===== src/rtl/swl_pkg.sv =====
package swl_pkg;
  typedef enum logic [1:0] {
    POL_GTO  = 2'b00,
    POL_RSV1 = 2'b01,
    POL_RSV2 = 2'b10,
    POL_RSV3 = 2'b11
  } swl_policy_e;
endpackage


===== src/rtl/swl_rank.sv =====
// Pairwise ordering network: every slot counts how many slots precede it.
module swl_rank #(
  parameter int NUM_SLOTS = 8,
  parameter int AGE_W     = 8,
  parameter int IDX_W     = 3
) (
  input  logic [NUM_SLOTS-1:0]            live,
  input  logic [NUM_SLOTS-1:0]            greedy,
  input  logic [NUM_SLOTS-1:0][AGE_W-1:0] age,
  output logic [NUM_SLOTS-1:0][IDX_W-1:0] order
);
  // ahead[i][j] : slot j is placed before slot i
  logic [NUM_SLOTS-1:0] ahead [NUM_SLOTS];
  logic [NUM_SLOTS-1:0][IDX_W-1:0] rank;

  for (genvar i = 0; i < NUM_SLOTS; i++) begin : g_row
    for (genvar j = 0; j < NUM_SLOTS; j++) begin : g_col
      if (i == j) begin : g_self
        assign ahead[i][j] = 1'b0;
      end else begin : g_pair
        localparam bit JLOW = (j < i);
        assign ahead[i][j] =
          (live[j] != live[i])     ? live[j] :
          (!live[i])               ? JLOW :
          (greedy[j] != greedy[i]) ? greedy[j] :
          (age[j] != age[i])       ? (age[j] < age[i]) :
                                     JLOW;
      end
    end
    assign rank[i] = IDX_W'($countones(ahead[i]));
  end

  always_comb begin
    order = '0;
    for (int p = 0; p < NUM_SLOTS; p++) begin
      for (int s = 0; s < NUM_SLOTS; s++) begin
        if (rank[s] == IDX_W'(p)) order[p] = IDX_W'(s);
      end
    end
  end
endmodule


===== src/rtl/swl_window_pick.sv =====
// Window sizing and first-ready selection over the ordering.
module swl_window_pick #(
  parameter int NUM_SLOTS = 8,
  parameter int IDX_W     = 3,
  parameter int CNT_W     = 4
) (
  input  logic                            clk,
  input  logic                            rst_n,
  input  logic [NUM_SLOTS-1:0]            valid,
  input  logic [NUM_SLOTS-1:0]            live,
  input  logic [NUM_SLOTS-1:0]            ready,
  input  logic [NUM_SLOTS-1:0][IDX_W-1:0] order,
  input  logic [CNT_W-1:0]                limit,
  output logic [CNT_W-1:0]                count,
  output logic                            grant_valid,
  output logic [NUM_SLOTS-1:0]            grant_onehot,
  output logic [IDX_W-1:0]                grant_idx
);
  logic [CNT_W-1:0]     supervised;
  logic [NUM_SLOTS-1:0] elig_pos;

  assign supervised = CNT_W'($countones(valid));
  assign count      = (limit < supervised) ? limit : supervised;

  always_comb begin
    for (int p = 0; p < NUM_SLOTS; p++) begin
      elig_pos[p] = (CNT_W'(p) < count) && ready[order[p]] && live[order[p]];
    end
  end

  always_comb begin
    grant_valid = 1'b0;
    grant_idx   = '0;
    for (int p = NUM_SLOTS - 1; p >= 0; p--) begin
      if (elig_pos[p]) begin
        grant_valid = 1'b1;
        grant_idx   = order[p];
      end
    end
    grant_onehot = grant_valid ? (NUM_SLOTS'(1) << grant_idx) : '0;
  end

  assert_count_bound_R7: assert property (@(posedge clk) disable iff (!rst_n)
    (count <= limit) && (count <= supervised));
  assert_grant_onehot_R8: assert property (@(posedge clk) disable iff (!rst_n)
    $onehot0(grant_onehot) && (grant_valid == (|grant_onehot)));
endmodule


===== src/rtl/swl_greedy.sv =====
// Most-recent-issue pointer.
module swl_greedy #(
  parameter int NUM_SLOTS = 8,
  parameter int IDX_W     = 3
) (
  input  logic                 clk,
  input  logic                 rst_n,
  input  logic [NUM_SLOTS-1:0] valid,
  input  logic [NUM_SLOTS-1:0] exited,
  input  logic [NUM_SLOTS-1:0] live,
  input  logic                 accept,
  input  logic                 grant_valid,
  input  logic [IDX_W-1:0]     grant_idx,
  input  logic                 commit,
  output logic [NUM_SLOTS-1:0] greedy
);
  logic [IDX_W-1:0] ptr_q, ptr_d, first_sup;
  logic             vld_q, vld_d, upd;
  logic             took;

  assign took = accept && grant_valid;

  always_comb begin
    first_sup = '0;
    for (int s = NUM_SLOTS - 1; s >= 0; s--) begin
      if (valid[s]) first_sup = IDX_W'(s);
    end
  end

  always_comb begin
    ptr_d = ptr_q;
    vld_d = vld_q;
    upd   = 1'b0;
    if (commit) begin
      upd   = 1'b1;
      ptr_d = first_sup;
      vld_d = |valid;
    end else if (took) begin
      upd   = 1'b1;
      ptr_d = grant_idx;
      vld_d = 1'b1;
    end else if (vld_q && exited[ptr_q]) begin
      upd   = 1'b1;
      vld_d = 1'b0;
    end
  end

  always_ff @(posedge clk or negedge rst_n) begin
    if (!rst_n) begin
      ptr_q <= '0;
      vld_q <= 1'b0;
    end else if (upd) begin
      ptr_q <= ptr_d;
      vld_q <= vld_d;
    end
  end

  assign greedy = vld_q ? (live & (NUM_SLOTS'(1) << ptr_q)) : '0;

  assert_hold_ptr_R5: assert property (@(posedge clk) disable iff (!rst_n)
    (!commit && !took && !(vld_q && exited[ptr_q])) |=> ($stable(ptr_q) && $stable(vld_q)));
  assert_take_ptr_R4: assert property (@(posedge clk) disable iff (!rst_n)
    (took && !commit) |=> (vld_q && ptr_q == $past(grant_idx)));
  assert_exit_release_R6: assert property (@(posedge clk) disable iff (!rst_n)
    (vld_q && exited[ptr_q] && !commit && !took) |=> !vld_q);
  assert_commit_empty_R11: assert property (@(posedge clk) disable iff (!rst_n)
    (commit && !(|valid)) |=> !vld_q);
endmodule


===== src/rtl/swl_cfg.sv =====
// Limit register with idle-only write and refusal flag.
module swl_cfg #(
  parameter int NUM_SLOTS = 8,
  parameter int CNT_W     = 4
) (
  input  logic             clk,
  input  logic             rst_n,
  input  logic             we,
  input  logic [1:0]       policy,
  input  logic [CNT_W-1:0] limit_in,
  input  logic             busy,
  output logic [CNT_W-1:0] limit_q,
  output logic             err_q
);
  import swl_pkg::*;

  logic             bad, take, err_d;
  logic [CNT_W-1:0] limit_d;

  always_comb begin
    bad     = (swl_policy_e'(policy) != POL_GTO) || (limit_in > CNT_W'(NUM_SLOTS));
    take    = we && !busy && !bad;
    err_d   = we && !busy && bad;
    limit_d = take ? limit_in : limit_q;
  end

  always_ff @(posedge clk or negedge rst_n) begin
    if (!rst_n) begin
      limit_q <= CNT_W'(NUM_SLOTS);
      err_q   <= 1'b0;
    end else begin
      if (take) limit_q <= limit_d;
      err_q <= err_d;
    end
  end

  assert_refuse_R9: assert property (@(posedge clk) disable iff (!rst_n)
    (we && !busy && bad) |=> (err_q && $stable(limit_q)));
  assert_busy_drop_R10: assert property (@(posedge clk) disable iff (!rst_n)
    (we && busy) |=> ($stable(limit_q) && !err_q));
  assert_limit_legal_R9: assert property (@(posedge clk) disable iff (!rst_n)
    limit_q <= CNT_W'(NUM_SLOTS));
endmodule


===== src/rtl/swl_issue_sched.sv =====
module swl_issue_sched #(
  parameter int NUM_SLOTS = 8,
  parameter int AGE_W     = 8,
  localparam int IDX_W    = $clog2(NUM_SLOTS),
  localparam int CNT_W    = $clog2(NUM_SLOTS + 1)
) (
  input  logic                       clk,
  input  logic                       rst_n,
  input  logic [NUM_SLOTS-1:0]       slot_valid,
  input  logic [NUM_SLOTS-1:0]       slot_exited,
  input  logic [NUM_SLOTS-1:0]       slot_waiting,
  input  logic [NUM_SLOTS-1:0]       slot_ready,
  input  logic [NUM_SLOTS*AGE_W-1:0] slot_age,
  input  logic                       issue_accept,
  input  logic                       roster_commit,
  input  logic                       cfg_we,
  input  logic [1:0]                 cfg_policy,
  input  logic [CNT_W-1:0]           cfg_limit,
  output logic                       grant_valid,
  output logic [NUM_SLOTS-1:0]       grant_onehot,
  output logic [IDX_W-1:0]           grant_idx,
  output logic [NUM_SLOTS*IDX_W-1:0] cand_order,
  output logic [CNT_W-1:0]           cand_count,
  output logic                       cfg_err
);
  logic rst_meta, rst_sync;

  always_ff @(posedge clk or negedge rst_n) begin
    if (!rst_n) begin
      rst_meta <= 1'b0;
      rst_sync <= 1'b0;
    end else begin
      rst_meta <= 1'b1;
      rst_sync <= rst_meta;
    end
  end

  logic [NUM_SLOTS-1:0]            live, greedy;
  logic [NUM_SLOTS-1:0][AGE_W-1:0] age_w;
  logic [NUM_SLOTS-1:0][IDX_W-1:0] order_w;
  logic [CNT_W-1:0]                limit_q;

  assign live  = slot_valid & ~slot_exited & ~slot_waiting;
  assign age_w = slot_age;

  swl_cfg #(.NUM_SLOTS(NUM_SLOTS), .CNT_W(CNT_W)) u_cfg (
    .clk(clk), .rst_n(rst_sync), .we(cfg_we), .policy(cfg_policy),
    .limit_in(cfg_limit), .busy(grant_valid), .limit_q(limit_q), .err_q(cfg_err)
  );

  swl_greedy #(.NUM_SLOTS(NUM_SLOTS), .IDX_W(IDX_W)) u_greedy (
    .clk(clk), .rst_n(rst_sync), .valid(slot_valid), .exited(slot_exited),
    .live(live), .accept(issue_accept), .grant_valid(grant_valid),
    .grant_idx(grant_idx), .commit(roster_commit), .greedy(greedy)
  );

  swl_rank #(.NUM_SLOTS(NUM_SLOTS), .AGE_W(AGE_W), .IDX_W(IDX_W)) u_rank (
    .live(live), .greedy(greedy), .age(age_w), .order(order_w)
  );

  swl_window_pick #(.NUM_SLOTS(NUM_SLOTS), .IDX_W(IDX_W), .CNT_W(CNT_W)) u_pick (
    .clk(clk), .rst_n(rst_sync), .valid(slot_valid), .live(live),
    .ready(slot_ready), .order(order_w), .limit(limit_q), .count(cand_count),
    .grant_valid(grant_valid), .grant_onehot(grant_onehot), .grant_idx(grant_idx)
  );

  assign cand_order = order_w;

  assert_grant_live_R8: assert property (@(posedge clk) disable iff (!rst_sync)
    grant_valid |-> (slot_ready[grant_idx] && live[grant_idx]));
  assert_greedy_head_R4: assert property (@(posedge clk) disable iff (!rst_sync)
    (|greedy) |-> greedy[order_w[0]]);
endmodule


===== config.mk =====
export PLATFORM = sky130hd
export DESIGN_NAME = swl_issue_sched
export DESIGN_NICKNAME = d
export VERILOG_FILES = /design/src/rtl/swl_pkg.sv /design/src/rtl/swl_rank.sv /design/src/rtl/swl_window_pick.sv /design/src/rtl/swl_greedy.sv /design/src/rtl/swl_cfg.sv /design/src/rtl/swl_issue_sched.sv
export SDC_FILE = /design/constraint.sdc
export NUM_CORES = 1
export LEC_CHECK = 0
export ABC_AREA = 1
export BUFFER_PORTS_ARGS = -buffer_cell sky130_fd_sc_hd__buf_2
export CAP_MARGIN = 10
export CORE_UTILIZATION = 35
export CTS_BUF_LIST = sky130_fd_sc_hd__clkbuf_4 sky130_fd_sc_hd__clkbuf_8
export CTS_CLUSTER_DIAMETER = 120
export CTS_CLUSTER_SIZE = 20
export DETAILED_ROUTE_END_ITERATION = 8
export PLACE_DENSITY = 0.61
export SLEW_MARGIN = 20
export SYNTH_ARGS = -nofsm -noshare
export SYNTH_HDL_FRONTEND = slang
export SYNTH_HIERARCHICAL = 1
export SYNTH_SLANG_ARGS = --single-unit

===== constraint.sdc =====
create_clock -name clk -period 9 [get_ports clk]
set_input_delay 1.8 -clock clk [delete_from_list [all_inputs] [get_ports clk]]
set_output_delay 1.8 -clock clk [all_outputs]
set_load 0.02 [all_outputs]

==> out/qor.csv <==
stage,metric,value,unit
detailed_routing,wire_per_inst,15.5,um
timing,fin_skew,0.00172,ns
global_route,grt_first_pass_wirelength,60500,um
cells_and_area,drive_above_1_share,30.4,%
place,gp_congestion,0.986,
pwr,power.density,176,nW/um2
synthesis,ys_types,48,
min_path,holdCritPathClass,reg2async,
detailed_routing,via_count,12400,
setup_path,cp-start-kind,primary input,
timing,layout_setup_ws,-0.0479,ns
pwr,leakagePower,8.21,nW
clocking,worst_setup_hold_path_clk_slew,0.05,ns
cells_and_area,final_core_util,50.3,%
cells_and_area,fill_cells,2931,
cells_and_area,syn2layout_area_growth,39.6,%
timing,timing.final.crit_share,101,%
place,dpl.cell_count,2459,
setup_path,end_kind,primary output,
timing,finalCriticalPeriod,9.05,ns
synthesis,synthFlopType,dfrtp_1,
setup_path,reg2reg_depth,39,
timing,finalMaxSlewViolations,0,
synthesis,synth_fp_nets,2067,
cells_and_area,antenna_cells,0,
timing,final-setup-viol-count,8,
synthesis,synth_area,10100,um2
synthesis,synthCells,1694,
outcome,status,"complete, but fails checks",
clocking,cts.sinks,11,
detailed_routing,routed_wl,38500,um
setup_path,arrival,7.25,ns
timing,hold_viol,0,
global_route,grt_pass1_vias,11700,
setup_path,criticalPathCategory,in2out,
floorplan,pin_count,148,
clocking,hold_buffers,0,
setup_path,worstPathRequired,7.20,ns
floorplan,core,28100,um2
run,maxCapViolations,0,
floorplan,dieArea,29600,um2
synthesis,yosysWarnings,6,
synthesis,synth_edf_count,0,
detailed_routing,drc,0,
clocking,clk_path_buf_depth,2,
global_route,antenna_found_initial,1,
setup_path,critPathMaxStageDelay,0.54,ns
cells_and_area,num-nets-final,2481,
synthesis,syn_avg_cell_area,5.98,um2
floorplan,die_y,172,um
clocking,cts_buffers,3,
setup_path,crit_path_frequent_cell,nand2_1,
setup_path,critPathSlowestCell,fa_1,
global_route,grt_max_degree,11,
detailed_routing,ant_nets,0,
detailed_routing,drt-pass1-iter-count,5,
timing,rsz0062_at_grt,yes,
detailed_routing,drt_iter0_drc,957,
timing,whs,0.149,ns
clocking,clock_latency,0.23,ns
place,dp_hpwl,33200,um
floorplan,initial_core_util,36.0,%
pwr,peakVddDrop,0.000514,V
clocking,htreeDepth,1,
synthesis,synth-seq-area-share,2.73,%
outcome,violations,setup timing,
synthesis,async_flop_share,100,%
global_route,grt_overflow,0,
floorplan,chipWidth,172,um
timing,fmax,111,MHz
cells_and_area,fin_cells,2485,
synthesis,synth_seq_cells,11,
floorplan,row_count,61,
detailed_routing,viasPerCell,4.97,
global_route,track_usage,26.1,%
clocking,cts_tree,built,
place,port_buffers,147,
setup_path,path_max_fanout,5,
clocking,cts_root_buffer,clkbuf_8,
timing,finalSetupTns,-0.233,ns
==> worst paths after layout <==
path / from / end / slack, ns
max in group asynchronous: rst_n / rst_sync / 7.56
hold reg to reg: rst_sync / u_cfg/limit_q[1] / 0.15
hold / removal: rst_sync / u_cfg/limit_q[1] / 0.15
setup reg to reg: u_greedy/ptr_q[0] / u_greedy/ptr_q[1] / 2.65
setup / recovery: slot_age[33] / grant_onehot[4] / -0.05
min in group clk: rst_meta / rst_sync / 0.37
==> per-layer routing <==
metal,GRT usage (%),routed length (um),up-vias
met5,0,12,-
met4,5.58,866,2
met3,2.36,2480,62
met2,42.3,16600,445
met1,37.1,18500,5530
li1,-,-,6317
==> critical path, delay by kind of cell <==
| family | cells | cell delay (ns) |
|---|---|---|
| mux | 1 | 0.09 |
| simple gates | 22 | 1.83 |
| compound gates | 3 | 0.40 |
| buf+inv | 8 | 0.92 |
| fa+ha+maj | 5 | 2.20 |
==> flip-flops by register name (all words and copies together) (netlist names) <==
name	flops
u_greedy/vld_q	1
rst_meta	1
rst_sync	1
u_cfg/err_q	1
u_greedy/ptr_q	3
u_cfg/limit_q	4
==> timing repair <==
action	4_1_cts	5_1_grt
hold endpoints to repair	0	0
gates resized for setup	108	107
pin swaps	48	57
setup buffers	12	10
endpoints found under the setup margin	12	12
==> cells in the mapped netlist (2+ instances only) <==
cell type	instances	area share [%]
nand3b_1	3	0.22
nand4_1	18	1.1
o22ai_1	2	0.12
inv_2	7	0.26
o211ai_1	9	0.67
ha_1	235	29
buf_2	3	0.15
nor3_1	4	0.20
a22oi_1	27	2.0
nand2_1	556	21
nand3_4	3	0.52
nor2_1	136	5.0
buf_4	7	0.52
o21ai_0	36	1.8
nor2_4	2	0.22
a21oi_2	3	0.26
o21ai_1	4	0.20
nand2_4	3	0.33
nand3_1	77	3.8
nand3_2	4	0.40
nor2_2	11	0.68
nor3b_1	5	0.37
a31oi_1	2	0.12
dfrtp_1	10	2.5
fa_1	31	6.1
a21o_1	27	2.0
a21oi_1	144	7.1
inv_1	288	11
nand2_2	18	1.1
==> layout by cell type (no fill, tap or decap), types with 7 or more instances in the layout <==
cell and instances:
buf_2 135, nand2_1 512, nor2_2 17, dfrtp_1 10, o211ai_1 9, a21oi_2 22
a22oi_1 19, inv_2 29, o21ai_0 24, nand3_1 65, fa_1 20, fa_2 11
o21ai_1 13, a21oi_1 123, buf_6 8, inv_1 258, ha_1 228, nand4_1 18
a21o_1 27, nor2_1 121, buf_4 270, nand3_2 13, a22oi_2 8, ha_4 7
nor2_4 11, nand2_2 60
==> power breakdown <==
part / switching (mW) / internal, mW / leakage, nW
Combinational: 1.38 / 0.958 / 8.05
Sequential: 0.0286 / 0.0690 / 0.133
Clock: 0.0169 / 0.0340 / 0.0262
==> through the flow <==
step	power [mW]	setup WS (ns)	cell area [um2]
after detailed placement	2.12	-0.355	13200
after global routing	2.73	-0.402	14100
after global placement	2.09	-0.301	13200
final	2.49	-0.0479	14100
after CTS	2.27	0.00102	13700
after floorplan	1.33	0.0288	10100
==> kinds of logic (layout without fill, tap and decap cells) <==
kind of cell / count (synthesis) / in the layout / synth area share, %
other: 1 / 1 / 0.0370
XOR/XNOR: 1 / 1 / 0.0865
AO/OA/AOI/OAI: 262 / 262 / 15.0
buffers and inverters: 306 / 719 / 11.6
adder cells (fa/ha/maj): 266 / 266 / 35.2
multiplexers: 2 / 2 / 0.210
AND/OR/NAND/NOR: 845 / 845 / 35.1
flip-flops: 11 / 11 / 2.73
==> cell type report <==
cell class / count / area (um2) / share of cell area (%)
Clock buffer: 4 / 48.8 / 0.345
Sequential cell: 11 / 277 / 1.96
Multi-Input combinational cell: 1377 / 9280 / 65.7
Timing Repair Buffer: 419 / 2910 / 20.6
Inverter: 296 / 1140 / 8.04
Tap cell: 378 / 473 / 3.35
Power figures use the tool's default switching activity.
